## src/rtl/hz_pkg.sv

```systemverilog
package hz_pkg;
  typedef enum logic [1:0] {
    FWD_RF  = 2'b00,
    FWD_MEM = 2'b01,
    FWD_WB  = 2'b10
  } fwd_sel_e;
endpackage

```

## src/rtl/hz_fwd_sel.sv

```systemverilog
module hz_fwd_sel
  import hz_pkg::*;
#(
  parameter int REG_AW = 5
) (
  input  logic              clk,
  input  logic              rst_n,
  input  logic [REG_AW-1:0] src,
  input  logic [REG_AW-1:0] mem_rd,
  input  logic              mem_we,
  input  logic [REG_AW-1:0] wb_rd,
  input  logic              wb_we,
  output fwd_sel_e          sel
);
  localparam logic [REG_AW-1:0] ZERO = '0;

  logic hit_mem, hit_wb;

  always_comb begin
    hit_mem = mem_we && (mem_rd != ZERO) && (mem_rd == src);
    hit_wb  = wb_we  && (wb_rd  != ZERO) && (wb_rd  == src);
    if (hit_mem)     sel = FWD_MEM;
    else if (hit_wb) sel = FWD_WB;
    else             sel = FWD_RF;
  end


  x0_never_fwd_chk: assert property (@(posedge clk) disable iff (!rst_n)
    (src == ZERO) |-> (sel == FWD_RF));

  younger_wins_chk: assert property (@(posedge clk) disable iff (!rst_n)
    (mem_we && wb_we && mem_rd == wb_rd && mem_rd == src && src != ZERO)
      |-> (sel == FWD_MEM));
endmodule

```

## src/rtl/hz_pipe_ctl.sv

```systemverilog
module hz_pipe_ctl #(
  parameter int REG_AW = 5
) (
  input  logic              clk,
  input  logic              rst_n,
  input  logic [REG_AW-1:0] id_rs1,
  input  logic [REG_AW-1:0] id_rs2,
  input  logic [REG_AW-1:0] ex_rd,
  input  logic              ex_we,
  input  logic              ex_load,
  input  logic              ex_redirect,
  input  logic              mem_busy,
  output logic              pc_en,
  output logic              ifid_en,
  output logic              pipe_en,
  output logic              idex_bubble,
  output logic              ifid_flush,
  output logic              idex_flush
);
  localparam logic [REG_AW-1:0] ZERO = '0;

  logic load_use;

  always_comb begin
    load_use = ex_load && ex_we && (ex_rd != ZERO) &&
               ((ex_rd == id_rs1) || (ex_rd == id_rs2));
    pc_en       = 1'b1;
    ifid_en     = 1'b1;
    pipe_en     = 1'b1;
    idex_bubble = 1'b0;
    ifid_flush  = 1'b0;
    idex_flush  = 1'b0;
    if (mem_busy) begin
      pc_en   = 1'b0;
      ifid_en = 1'b0;
      pipe_en = 1'b0;
    end else if (ex_redirect) begin
      ifid_flush = 1'b1;
      idex_flush = 1'b1;
    end else if (load_use) begin
      pc_en       = 1'b0;
      ifid_en     = 1'b0;
      idex_bubble = 1'b1;
    end
  end


  freeze_all_chk: assert property (@(posedge clk) disable iff (!rst_n)
    mem_busy |-> (!pc_en && !ifid_en && !pipe_en && !idex_bubble && !ifid_flush && !idex_flush));

  flush_beats_stall_chk: assert property (@(posedge clk) disable iff (!rst_n)
    idex_flush |-> (!idex_bubble && pc_en));

  stall_holds_front_chk: assert property (@(posedge clk) disable iff (!rst_n)
    idex_bubble |-> (!pc_en && !ifid_en && pipe_en));

  x0_no_stall_chk: assert property (@(posedge clk) disable iff (!rst_n)
    (ex_rd == ZERO) |-> !idex_bubble);
endmodule

```

## src/rtl/hz_trap_gate.sv

```systemverilog
module hz_trap_gate #(
  parameter int TRAP_DLY = 3
) (
  input  logic clk,
  input  logic rst_n,
  input  logic trap_raw,
  output logic trap_out
);
  logic [TRAP_DLY-1:0] chain_q, chain_d;
  logic                armed;

  always_comb begin
    chain_d = {chain_q[TRAP_DLY-2:0], 1'b1};
  end

  always_ff @(posedge clk or negedge rst_n) begin
    if (!rst_n) chain_q <= '0;
    else        chain_q <= chain_d;
  end

  always_comb begin
    armed    = chain_q[TRAP_DLY-1];
    trap_out = trap_raw && armed;
  end


  masked_early_chk: assert property (@(posedge clk) disable iff (!rst_n)
    !armed |-> !trap_out);

  armed_stays_chk: assert property (@(posedge clk) disable iff (!rst_n)
    armed |=> armed);
endmodule

```

## src/rtl/hz_unit.sv

```systemverilog
module hz_unit
  import hz_pkg::*;
#(
  parameter int REG_AW   = 5,
  parameter int TRAP_DLY = 3
) (
  input  logic              clk,
  input  logic              rst_n,
  input  logic [REG_AW-1:0] id_rs1,
  input  logic [REG_AW-1:0] id_rs2,
  input  logic [REG_AW-1:0] ex_rs1,
  input  logic [REG_AW-1:0] ex_rs2,
  input  logic [REG_AW-1:0] ex_rd,
  input  logic              ex_we,
  input  logic              ex_load,
  input  logic [REG_AW-1:0] mem_rd,
  input  logic              mem_we,
  input  logic [REG_AW-1:0] wb_rd,
  input  logic              wb_we,
  input  logic              ex_redirect,
  input  logic              mem_busy,
  input  logic              trap_raw,
  output logic [1:0]        fwd_a,
  output logic [1:0]        fwd_b,
  output logic              pc_en,
  output logic              ifid_en,
  output logic              pipe_en,
  output logic              idex_bubble,
  output logic              ifid_flush,
  output logic              idex_flush,
  output logic              trap_out
);
  localparam int NOPS = 2;

  logic [REG_AW-1:0] op_src [NOPS];
  fwd_sel_e          op_sel [NOPS];

  assign op_src[0] = ex_rs1;
  assign op_src[1] = ex_rs2;

  for (genvar g = 0; g < NOPS; g++) begin : g_op
    hz_fwd_sel #(.REG_AW(REG_AW)) u_sel (
      .clk    (clk),
      .rst_n  (rst_n),
      .src    (op_src[g]),
      .mem_rd (mem_rd),
      .mem_we (mem_we),
      .wb_rd  (wb_rd),
      .wb_we  (wb_we),
      .sel    (op_sel[g])
    );
  end

  assign fwd_a = op_sel[0];
  assign fwd_b = op_sel[1];

  hz_pipe_ctl #(.REG_AW(REG_AW)) u_ctl (
    .clk         (clk),
    .rst_n       (rst_n),
    .id_rs1      (id_rs1),
    .id_rs2      (id_rs2),
    .ex_rd       (ex_rd),
    .ex_we       (ex_we),
    .ex_load     (ex_load),
    .ex_redirect (ex_redirect),
    .mem_busy    (mem_busy),
    .pc_en       (pc_en),
    .ifid_en     (ifid_en),
    .pipe_en     (pipe_en),
    .idex_bubble (idex_bubble),
    .ifid_flush  (ifid_flush),
    .idex_flush  (idex_flush)
  );

  hz_trap_gate #(.TRAP_DLY(TRAP_DLY)) u_trap (
    .clk      (clk),
    .rst_n    (rst_n),
    .trap_raw (trap_raw),
    .trap_out (trap_out)
  );


  reset_trap_chk: assert property (@(posedge clk) !rst_n |-> !trap_out);

  wb_fwd_chk: assert property (@(posedge clk) disable iff (!rst_n)
    (fwd_a == 2'b10) |-> (wb_we && wb_rd == ex_rs1 && !(mem_we && mem_rd == ex_rs1)));
endmodule

```

## config.mk

```make
export PLATFORM = sky130hd
export DESIGN_NAME = hz_unit
export DESIGN_NICKNAME = d
export VERILOG_FILES = /design/src/rtl/hz_pkg.sv /design/src/rtl/hz_fwd_sel.sv /design/src/rtl/hz_pipe_ctl.sv /design/src/rtl/hz_trap_gate.sv /design/src/rtl/hz_unit.sv
export SDC_FILE = /design/constraint.sdc
export NUM_CORES = 1
export LEC_CHECK = 0
export ABC_AREA = 1
export ABC_CLOCK_PERIOD_IN_PS = 1600
export BUFFER_PORTS_ARGS = -buffer_cell sky130_fd_sc_hd__buf_2
export CORE_MARGIN = 2
export CORE_UTILIZATION = 27
export CTS_CLUSTER_DIAMETER = 30
export DETAILED_ROUTE_END_ITERATION = 6
export PLACE_DENSITY = 0.67
export SYNTH_ARGS = -nofsm -noshare
export SYNTH_HDL_FRONTEND = slang
export SYNTH_SLANG_ARGS = --single-unit
```

## constraint.sdc

```tcl
create_clock -name clk -period 1.6 [get_ports clk]
set_clock_uncertainty 0.1 [all_clocks]
set_input_delay 0.24 -clock clk [delete_from_list [all_inputs] [get_ports clk]]
set_output_delay 0.24 -clock clk [all_outputs]
set_load 0.02 [all_outputs]
```

==> summary.md <==
| Metric | Value |
|---|---|
| Multiplexer share of the synthesized area | `0%` |
| Cell family with most CP delay | `simple AND/OR/NAND/NOR gates` |
| Root buffer cell | `clkbuf_4` |
| Clock Sinks | `3` |
| Unique masters post-synth | `17` |
| Max Clock Freq | `0.685 GHz` |
| Initial antenna violation count | `0` |
| Fillers | `247` |
| Max FFs per register | `3` |
| Clk slew on worst S/H paths | `0.04 ns` |
| Area of the multi-input gates | `478 sq um` |
| Fin. max-slew vios | `0` |
| Fraction of registers with async set/reset | `100%` |
| H-tree depth | `1` |
| Pwr dens | `454 nW/um^2` |
| Crit. End Element | `primary output` |
| Crit path DAT | `1.12 ns` |
| Vias per cell | `4.12` |
| FF+latch area | `75.1 sq um` |
| Post-synthesis compound-gate area fraction | `2.94%` |
| Final HPWL DP | `1630 um` |
| Final setup fails | `0` |
| Clock latency on the worst-skew pair | `0.24 ns` |
| Drt wl/cell | `9.25 um` |
| Chip width | `52.7 um` |
| Crit-path max FO | `2` |
| Post-CTS Setup Inserts | `0` |
| Status | `finished clean` |
| Final ANT Viol Nets | `0` |
| Minimum clock period | `1.46 ns` |
| Startpoint types | `input pin` |
| Global-route wire length before repair | `2750 um` |
| Number of inserted diodes | `0` |
| Sequential-to-total area share from yosys stat | `11.7%` |
| Regs by FF count | `u_trap.chain_q x3` |
| Number of synthesized flops with an enable pin | `0` |
| Pre-antenna DRT Iters | `4` |
| Row count | `17` |
| Cell mode on critical path | `buf_2` |
| Fin. Hold Viols | `0` |
| XOR/XNOR share of the synthesized area | `30.1%` |
| MaxCap Viol Count | `0` |
| Nets | `211` |
| DIE AREA | `2770 sq um` |
| Worst VDD drop | `0.599 mV` |
| GRT Residual Overflow | `0` |
| Floorplan die height | `52.7 um` |
| DR DRC count | `0` |
| Yosys warnings | `0` |
| Worst hold path class | `input pin to async pin` |
| Worst path bufs/invs | `2` |
| Most flops, register | `u_trap.chain_q` |
| CP Class | `input pin to primary output` |
| Final design utilization | `42.9%` |
| Most common cell in the netlist | `nand2_1` |
| Number of global-route vias before repair | `723` |
| Share of the synthesized area in the top cell type | `21.9%` |
| Syn avg cell area | `5.76 sq um` |
| Crit path largest cell delay | `0.26 ns` |
| Largest area contributor in the netlist | `xnor2_1` |
| DR iter-0 viols | `10` |
| Synth Instances | `111` |
| Inserted Clock Buffers | `3` |
| Aggregate negative setup slack | `0 ns` |
| Synth Area in Adders | `0%` |
| Syn nets | `155` |
| Most area-consuming cells after synthesis | `xnor2_1 (22%), nand2_1 (19%), dfrtp_1 (12%)` |
| CTS tree | `done` |
| Largest net degree at the start of global routing | `6` |
| Share of cells above drive strength 1 | `38.6%` |
| Largest family of logic cells by synthesized area | `simple AND/OR/NAND/NOR gates` |
| Starting density of the core | `28.6%` |
| Vias | `800` |
| Synth-to-Final Area Change | `49.7%` |
| Hold_ws | `0.216 ns` |
| Leak | `0.571 nW` |
| Fraction of the mapped netlist area in simple logic gates | `40.5%` |
| RSZ-0062 raised after global routing | `no` |
| Synth Flop Type | `dfrtp_1` |
| Tcrit/Tclk final | `91.2%` |
| Top cells by count, synth | `nand2_1 (32), nor2_1 (19), xnor2_1 (16)` |
| Post-Route WL | `1790 um` |
| Worst endpoint required time | `1.26 ns` |
| Io pins | `55` |
| Gr usage total | `13.0%` |
| Cell Chain, Critical Path | `buf_2 -> xor2_1 -> nor3_1 -> nand2_1 -> nor2_1 -> buf_2` |
| #FFs+latches synth | `3` |
| # port buffers | `54` |
| Final GP Congestion | `0.815` |
| Mapped Area | `639 sq um` |
| Clock Tree Buf Depth | `2` |
| Area of the core | `2230 sq um` |
| Crit-path slowest cell | `nor3_1` |
cell families after synthesis:
logic type                count (synthesis)
other                                     1
buffers and inverters                    20
xor gates and xnor gates                 22
DFF                                       3
and+or+nand+nor                          62
AOI/OAI and AO/OA                         3
worst paths after layout:
check                                       startpoint                           to  slack (ns)  depth (start not counted)
max                                          ex_rs1[1]                     fwd_a[1]        0.14                          6
min                                              rst_n  u_trap.chain_q[1]$_DFF_PN0_        0.22                          2
max reg2reg                u_trap.chain_q[1]$_DFF_PN0_  u_trap.chain_q[2]$_DFF_PN0_        1.02                          0
min reg2reg                u_trap.chain_q[0]$_DFF_PN0_  u_trap.chain_q[1]$_DFF_PN0_        0.24                          0
max in group asynchronous                        rst_n  u_trap.chain_q[2]$_DFF_PN0_        1.06                          2
min in group clk           u_trap.chain_q[0]$_DFF_PN0_  u_trap.chain_q[1]$_DFF_PN0_        0.24                          0
where the power goes:
group          internal [mW]  switching, mW  total, mW
combinational          0.103          0.114      0.217
clock                 0.0936         0.0427      0.136
sequential            0.0802        0.00113     0.0813
final cells by class:
type	count	share of cell area [%]
well taps	28	3.66
inverters	16	6.27
flip-flops and latches	3	7.84
clock buffers	4	2.75
repair buffers	55	29.5
multi-input cells	88	49.9
stage by stage:
| stage | power [mW] | worst slack (ns) | area, sq um | instances |
|---|---|---|---|---|
| after floorplan | 0.196 | 0.0520 | 639 | 111 |
| after detailed placement | 0.296 | 0.113 | 915 | 189 |
| after CTS | 0.439 | 0.109 | 951 | 194 |
| after global routing | 0.471 | 0.0185 | 957 | 194 |
| final | 0.435 | 0.141 | 957 | 194 |
| after global placement | 0.291 | 0.140 | 915 | 189 |
cells in the final DEF, fill, tap and decap left out:
master,count
nand3_1,5
inv_2,2
inv_1,14
buf_2,53
xor2_1,6
nor3_1,2
xnor2_1,16
nor2_1,19
clkbuf_1,1
dfrtp_1,3
nand4_1,1
nand2_1,32
nor3_2,2
buf_4,1
conb_1,1
nor2_2,1
dlygate4sd3_1,1
o21ai_0,1
o21ai_2,1
a21oi_2,1
clkbuf_4,3
what timing repair did:
action	CTS	global route
hold buffers	1	0
hold endpoints to repair	3	0
resized for setup	0	2
setup endpoints to repair	0	2
routing by layer:
metal | wire length (um) | global-route usage, % | share of wire, %
met5 | 0 | 0 | 0
met4 | 0 | 1.28 | 0
met3 | 94 | 3.43 | 5.2
met2 | 977 | 24.8 | 54
met1 | 722 | 14.8 | 40
No activity file was read; power rests on OpenSTA's default activity.
